`src/rtl/sfg_pkg.sv`:
```
package sfg_pkg;
    // Fixed frame format shared by packer, top and checker.
    localparam int TAG_W      = 16;
    localparam int SLOT_W     = 20;
    localparam int NSLOT      = 12;
    localparam int FRAME_BITS = TAG_W + NSLOT * SLOT_W;
endpackage

```
`src/rtl/sfg_sync_edge.sv`:
```
// Samples frame sync on falling clock edges and flags a fresh low-to-high step.
module sfg_sync_edge (
    input  logic clk,
    input  logic rst_n,
    input  logic sync_in,
    output logic start
);
    typedef struct packed {
        logic cur;
        logic prev;
    } sync_t;

    sync_t s_d, s_q;

    always_comb begin
        s_d.cur  = sync_in;
        s_d.prev = s_q.cur;
    end

    always_ff @(negedge clk or negedge rst_n) begin
        if (!rst_n) s_q <= '0;
        else        s_q <= s_d;
    end

    // only a 0 -> 1 step between two falling edges starts a frame.
    assign start = s_q.cur & ~s_q.prev;
endmodule

```
`src/rtl/sfg_rate_pacer.sv`:
```
// Per-channel phase accumulator producing the active-low sample request flag.
module sfg_rate_pacer #(
    parameter int RATE_W    = 16,
    parameter int BASE_RATE = 48000
) (
    input  logic              clk,
    input  logic              rst_n,
    input  logic              step,
    input  logic              vra_en,
    input  logic [RATE_W-1:0] rate,
    output logic              req_n
);
    localparam int ACC_W = RATE_W + 1;
    localparam logic [ACC_W-1:0] BASE_C = ACC_W'(BASE_RATE);

    logic [ACC_W-1:0] acc_d, acc_q;
    logic [ACC_W-1:0] sum, acc_next;
    logic             req;

    always_comb begin
        sum      = acc_q + ACC_W'(rate);
        req      = 1'b0;
        acc_next = sum;
        if (ACC_W'(rate) >= BASE_C) begin
            // full-rate or faster asks every frame, phase frozen
            req      = 1'b1;
            acc_next = acc_q;
        end else if (sum >= BASE_C) begin
            req      = 1'b1;
            acc_next = sum - BASE_C;
        end
        if (!vra_en) begin
            // fixed-rate mode clears the phase
            acc_next = '0;
        end
        req_n = vra_en ? ~req : 1'b0;
        acc_d = step ? acc_next : acc_q;
    end

    always_ff @(posedge clk or negedge rst_n) begin
        if (!rst_n) acc_q <= '0;
        else        acc_q <= acc_d;
    end
endmodule

```
`src/rtl/sfg_frame_pack.sv`:
```
// Assembles the full frame image from the fields captured at frame start.
module sfg_frame_pack
    import sfg_pkg::*;
#(
    parameter int IDX_W  = 7,
    parameter int STAT_W = 16,
    parameter int SAMP_W = 20,
    parameter int NCH    = 2
) (
    input  logic                          ready,
    input  logic                          stat_valid,
    input  logic [IDX_W-1:0]              stat_index,
    input  logic [STAT_W-1:0]             stat_data,
    input  logic [NCH-1:0]                cap_valid,
    input  logic [NCH-1:0][SAMP_W-1:0]    cap_sample,
    input  logic [NCH-1:0]                req_n,
    output logic [FRAME_BITS-1:0]         frame
);
    localparam int FLAG_TOP = SLOT_W - 2 - IDX_W;

    logic [NSLOT-1:0]  tag;
    logic [SLOT_W-1:0] word [NSLOT];
    logic [TAG_W-1:0]  head;

    always_comb begin
        tag    = '0;
        tag[0] = stat_valid;
        tag[1] = stat_valid;
        for (int ch = 0; ch < NCH; ch++) tag[2+ch] = cap_valid[ch];

        for (int k = 0; k < NSLOT; k++) word[k] = '0;

        // index echoed as received, zero when untagged
        if (stat_valid) word[0][SLOT_W-2 -: IDX_W] = stat_index;
        // request flags, left in the higher bit
        for (int ch = 0; ch < NCH; ch++) word[0][FLAG_TOP-ch] = req_n[ch];

        if (stat_valid) word[1][SLOT_W-1 -: STAT_W] = stat_data;

        for (int ch = 0; ch < NCH; ch++) begin
            if (cap_valid[ch]) word[2+ch][SLOT_W-1 -: SAMP_W] = cap_sample[ch];
        end


        head          = '0;
        head[TAG_W-1] = ready;
        for (int k = 0; k < NSLOT; k++) head[TAG_W-2-k] = tag[k];

        frame = '0;
        frame[FRAME_BITS-1 -: TAG_W] = head;
        for (int k = 0; k < NSLOT; k++) frame[FRAME_BITS-1-TAG_W-k*SLOT_W -: SLOT_W] = word[k];
    end
endmodule

```
`src/rtl/sfg_frame_tx.sv`:
```
// Top: serial input frame generator on the codec side of the link.
module sfg_frame_tx
    import sfg_pkg::*;
#(
    parameter int IDX_W     = 7,
    parameter int STAT_W    = 16,
    parameter int SAMP_W    = 20,
    parameter int RATE_W    = 16,
    parameter int NCH       = 2,
    parameter int BASE_RATE = 48000
) (
    input  logic                       clk,
    input  logic                       rst_n,
    input  logic                       frame_sync,
    input  logic                       codec_ready,
    input  logic                       stat_valid,
    input  logic [IDX_W-1:0]           stat_index,
    input  logic [STAT_W-1:0]          stat_data,
    input  logic                       vra_en,
    input  logic [NCH-1:0][RATE_W-1:0] play_rate,
    input  logic [NCH-1:0]             cap_valid,
    input  logic [NCH-1:0][SAMP_W-1:0] cap_sample,
    output logic                       sdata_out
);
    typedef struct packed {
        logic                  sdata;
        logic [FRAME_BITS-2:0] rest;
    } tx_t;

    logic                  start;
    logic [NCH-1:0]        req_n;
    logic [FRAME_BITS-1:0] frame;
    tx_t                   st_d, st_q;

    sfg_sync_edge u_sync (
        .clk     (clk),
        .rst_n   (rst_n),
        .sync_in (frame_sync),
        .start   (start)
    );

    for (genvar ch = 0; ch < NCH; ch++) begin : g_pace
        sfg_rate_pacer #(
            .RATE_W    (RATE_W),
            .BASE_RATE (BASE_RATE)
        ) u_pace (
            .clk    (clk),
            .rst_n  (rst_n),
            .step   (start),
            .vra_en (vra_en),
            .rate   (play_rate[ch]),
            .req_n  (req_n[ch])
        );
    end

    sfg_frame_pack #(
        .IDX_W  (IDX_W),
        .STAT_W (STAT_W),
        .SAMP_W (SAMP_W),
        .NCH    (NCH)
    ) u_pack (
        .ready      (codec_ready),
        .stat_valid (stat_valid),
        .stat_index (stat_index),
        .stat_data  (stat_data),
        .cap_valid  (cap_valid),
        .cap_sample (cap_sample),
        .req_n      (req_n),
        .frame      (frame)
    );

    always_comb begin
        if (start) begin
            // load the snapshot, first bit out now
            {st_d.sdata, st_d.rest} = frame;
        end else begin
            // shift MSB first, zeros follow the last bit
            st_d.sdata = st_q.rest[FRAME_BITS-2];
            st_d.rest  = {st_q.rest[FRAME_BITS-3:0], 1'b0};
        end
    end

    always_ff @(posedge clk or negedge rst_n) begin
        if (!rst_n) st_q <= '0;
        else        st_q <= st_d;
    end

    assign sdata_out = st_q.sdata;
endmodule

```
`config.mk`:
```
export PLATFORM = sky130hd
export DESIGN_NAME = sfg_frame_tx
export DESIGN_NICKNAME = d
export VERILOG_FILES = /design/src/rtl/sfg_pkg.sv /design/src/rtl/sfg_sync_edge.sv /design/src/rtl/sfg_rate_pacer.sv /design/src/rtl/sfg_frame_pack.sv /design/src/rtl/sfg_frame_tx.sv
export SDC_FILE = /design/constraint.sdc
export NUM_CORES = 1
export LEC_CHECK = 0
export BUFFER_PORTS_ARGS = -buffer_cell sky130_fd_sc_hd__clkbuf_2
export CAP_MARGIN = 20
export CELL_PAD_IN_SITES_DETAIL_PLACEMENT = 0
export CELL_PAD_IN_SITES_GLOBAL_PLACEMENT = 1
export CORE_MARGIN = 2
export CORE_UTILIZATION = 52
export DETAILED_ROUTE_END_ITERATION = 7
export PLACE_DENSITY = 0.8
export SYNTH_ARGS = -nofsm -noshare
export SYNTH_HDL_FRONTEND = slang
export SYNTH_HIERARCHICAL = 1
export SYNTH_SLANG_ARGS = --single-unit
export TNS_END_PERCENT = 50
```
`constraint.sdc`:
```
create_clock -name clk -period 4.9 [get_ports clk]
set_clock_uncertainty 0.15 [all_clocks]
set_input_delay 1.47 -clock clk [delete_from_list [all_inputs] [get_ports clk]]
set_output_delay 1.47 -clock clk [all_outputs]
set_load 0.02 [all_outputs]
```
# After elaboration in Yosys (flattened, before gate mapping)
# Cells that the tools add are included.
# word_totals
regBits	292
in_bits	103
output_inout_bits	1
elab_cells	39
# classes
addsub	4
magnitude_cmp	4
n_eq_ne	2
n_mux	17
n_bitwise	4
n_reduce_logical	2
# op_table
op	n
256-bit two-way mux	1
17-bit two-way mux	6
20-bit two-way mux	2
17-bit by 16-bit adder with 17-bit output	2
17-bit by 16-bit >= comparator with 1-bit output, second input constant	2
17-bit by 16-bit subtractor with 17-bit output, second input constant	2
16-bit >= comparator, second input constant	2
16-bit two-way mux	1
7-bit two-way mux	1
1-bit two-way mux	6
2-bit inequality test, second input constant	2
2-bit AND reduction	2
1-bit NOT	3
1-bit bitwise AND	1

# Logic depth before layout (Yosys ltp)
# depth
word_depth	7
ltp_mapped	16
ltp_nobuf	14

# By module
# Netlist, hierarchy kept.
# by_module_without_submodules
module	instances	cells_each	area_per_inst_um2	seq_area_each_um2
sfg_frame_tx	1	540	9589.2	6406.1
sfg_rate_pacer	2	253	2105.8	425.4
sfg_frame_pack	1	263	1911.8	0.0
sfg_sync_edge	1	3	63.8	50.0

==> flow_metrics.env <==
export IMPL_n_fill_cell=2553
export IMPL_relSlewSlack_pct=40.89
export IMPL_swShare_pct=31.73
export IMPL_grt_max_degree=161
export IMPL_syn_inst=1312
export IMPL_antenna_found_initial=1
export IMPL_num_vias=9125
export IMPL_crit_chain="nor2b_4, buf_4, mux2_2"
export IMPL_total_power_mw=7.926
export IMPL_synth_most_common_cell="dfrtp_1"
export IMPL_netlist_area_sq_um=15780
export IMPL_gp_congestion=0.8653
export IMPL_coreArea_sq_um=29800
export IMPL_grt_usage_pct=16.72
export IMPL_setup_worst_path_class="register to register"
export IMPL_rsz0062_at_grt="no"
export IMPL_drt_iter0_markers=529
export IMPL_drt_pass1_iter_count=6
export IMPL_chipHeight_um=178.2
export IMPL_insertion_delay_ns=0.53
export IMPL_port_buffer_count=103
export IMPL_post_route_period_util_pct=90.30
export IMPL_drc=0
export IMPL_p_leak_nw=7.878
export IMPL_p_clk_share_pct=28.3
export IMPL_clkSlewWorstSetupHoldPaths_ns=0.06
export IMPL_area_delta_synth_final_pct=6.360
export IMPL_combPwrFrac_pct=34.1
export IMPL_wl_per_cell_um=14.27
export IMPL_worst_path_largest_cell_delay_ns=0.53
export IMPL_ys_seq_area_share_pct=46.32
export IMPL_synth_main_ff_cell="dfrtp_1"
export IMPL_final_max_slew_violation_count=0
export IMPL_cts_repair_resized=0
export IMPL_ys_top_cells_by_count="290 x dfrtp_1, 255 x mux2_2, 196 x buf_4"
export IMPL_holdBufCountCts=0
export IMPL_wirelength_um=26010
export IMPL_grt_pass1_wl_um=44020
export IMPL_via_per_inst=5.005
export IMPL_hold_viol_final=0
export IMPL_ys_types=74
export IMPL_num_io_pins=104
export IMPL_fp_dieArea_sq_um=31750
export IMPL_start_util_pct=52.95
export IMPL_synth_top_area_cell="dfrtp_1"
export IMPL_die_x_um=178.2
export IMPL_end_kind="register"
export IMPL_cp_arrival_ns=4.68
export IMPL_antenna_left=0
export IMPL_worstPathRequired_ns=5.15
export IMPL_worstPathMaxFanout=43
export IMPL_start_kind="register"
export IMPL_num_nets_final=1549
export IMPL_max_clock_path_buffers=3
export IMPL_cellPowerDensity_nw_per_um2=472.4
export IMPL_htree_levels=1
export IMPL_p_sw_mw=2.515
export IMPL_core_rowCount=63
export IMPL_cts_sinks=292
export IMPL_fmax_mhz=228.1
export IMPL_status="finished, final reports clean"
export IMPL_cts_setup_buffers=0
export IMPL_async_flop_share_pct=100.0
export IMPL_grt_overflow_total=0
export IMPL_p_int_mw=5.412
export IMPL_tns_ns=0
export IMPL_drv_cap=0
export IMPL_clock_root_buffer="clkbuf_16"
export IMPL_synthTopCellsByArea="dfrtp_1 46%, mux2_2 18%, buf_4 9.3%"
export IMPL_synth_edff_count=0
export IMPL_seq_power_share_pct=37.6
export IMPL_ir_drop_mv=0.2546
export IMPL_hold_class="register to register"
export IMPL_yosys_register_bits=292
export IMPL_fin_hold_ws_ns=0.1910
export IMPL_synth_top_cell_area_share_pct=46.00
export IMPL_fin_crit_ns=4.425
export IMPL_yosys_warnings=6
export IMPL_hpwl_um=17630
export IMPL_avgSynthCellArea_sq_um=12.02
export IMPL_setup_viol=0
export IMPL_grt_pass1_vias=9138
export IMPL_antennaDiodeCount=0
export IMPL_layout_drive_gt1_share_pct=34.75
export IMPL_tightest_slew_ns=0.8867
export IMPL_cts_buffers=29
export IMPL_crit_slowest_cell="buf_4"
export IMPL_cts_tree="yes"
[per-stage QoR]
step	setup WS, ns	utilization [%]	cells	instance area [sq um]
finish	0.4753	56.32	1823	16780
global placement	0.07663	53.00	1769	15790
floorplan	0.1854	-	1497	16470
detailed placement	0.002047	53.00	1769	15790
CTS	0.4523	56.32	1823	16780
global route	0.2629	56.32	1823	16780
[sequential cells by signal, summed over array words and instances (netlist names)]
signal and cells:
st_q 255, g_pace.u_pace/acc_q 34, u_sync/s_q 1, sdata_out 1, u_sync/s_d 1
[worst paths after layout]
check,start,endpoint,slack [ns],cells past startpoint
worst max-delay path,u_sync/s_d[0],st_q[97],0.48,3
worst max register to register,u_sync/s_d[0],st_q[97],0.48,3
min in group asynchronous,rst_n,g_pace[0].u_pace/acc_q[2],0.59,1
max in group asynchronous,rst_n,u_sync/s_q[0],1.51,1
worst min register to register,u_sync/s_d[0],u_sync/s_q[0],0.19,0
worst min-delay path,u_sync/s_d[0],u_sync/s_q[0],0.19,0
[cell families (layout without fill, tap and decap cells)]
logic type                 after synthesis  count (layout)  synth area share (%)
other                                    1             186               0.02377
adders and majority gates               36              36                 2.950
muxes                                  261             261                 18.58
AOI/OAI and AO/OA                      196             196                 9.565
and+or+nand+nor                        241             241                 8.827
DFF                                    292             292                 46.32
xor gates and xnor gates                12              12                0.6662
buffers and inverters                  273             209                 13.07
[power groups by stage]
stage	registers, mW	clock network (mW)	logic (mW)
2_1_floorplan	2.94	0	2.28
3_3_place_gp	3.02	0	2.65
3_5_place_dp	3.02	0	2.68
4_1_cts	2.98	2.32	2.70
5_1_grt	3.02	2.42	3.03
6_report	2.98	2.24	2.71
[final cells by class]
cell class,count,area [sq um],share of cell area (%)
clock buffer,41,840.8,5.011
timing repair buffer,133,813.3,4.847
inverter,22,82.58,0.4921
clock inverter,13,146.4,0.8724
multi-input combinational,932,7102,42.32
tap,390,488.0,2.908
sequential,292,7307,43.55
[layer usage]
layer | wire length, um | up-vias | GRT usage [%] | share of wire [%]
met3 | 1133 | 30 | 2.430 | 4.4
li1 | - | 4457 | - | -
met2 | 12180 | 145 | 27.37 | 47
met4 | 327 | 2 | 3.354 | 1.3
met5 | 13 | - | 0 | 0.050
met1 | 12350 | 4491 | 23.84 | 47
[worst max-delay path, delay by kind of cell, from the launching register on]
kind                   cells  cell delay (ns)
DFF                        1             0.41
and+or+nand+nor            1             0.35
buffers and inverters      1             0.53
muxes                      1             0.40
[placed cells by master, fill, tap and decap left out, drive strengths merged, types with 10 or more instances in the layout]
cell,instances
mux2,255
o21ai,42
buf,31
ha,34
nor3,10
a21oi,36
clkbuf,143
nand2,38
a211o,10
dfrtp,290
nor2,28
and3,14
nand3,24
nand2b,10
and2,70
inv,23
conb,186
a21o,20
Note: power is estimated with default switching activity, not from simulation.
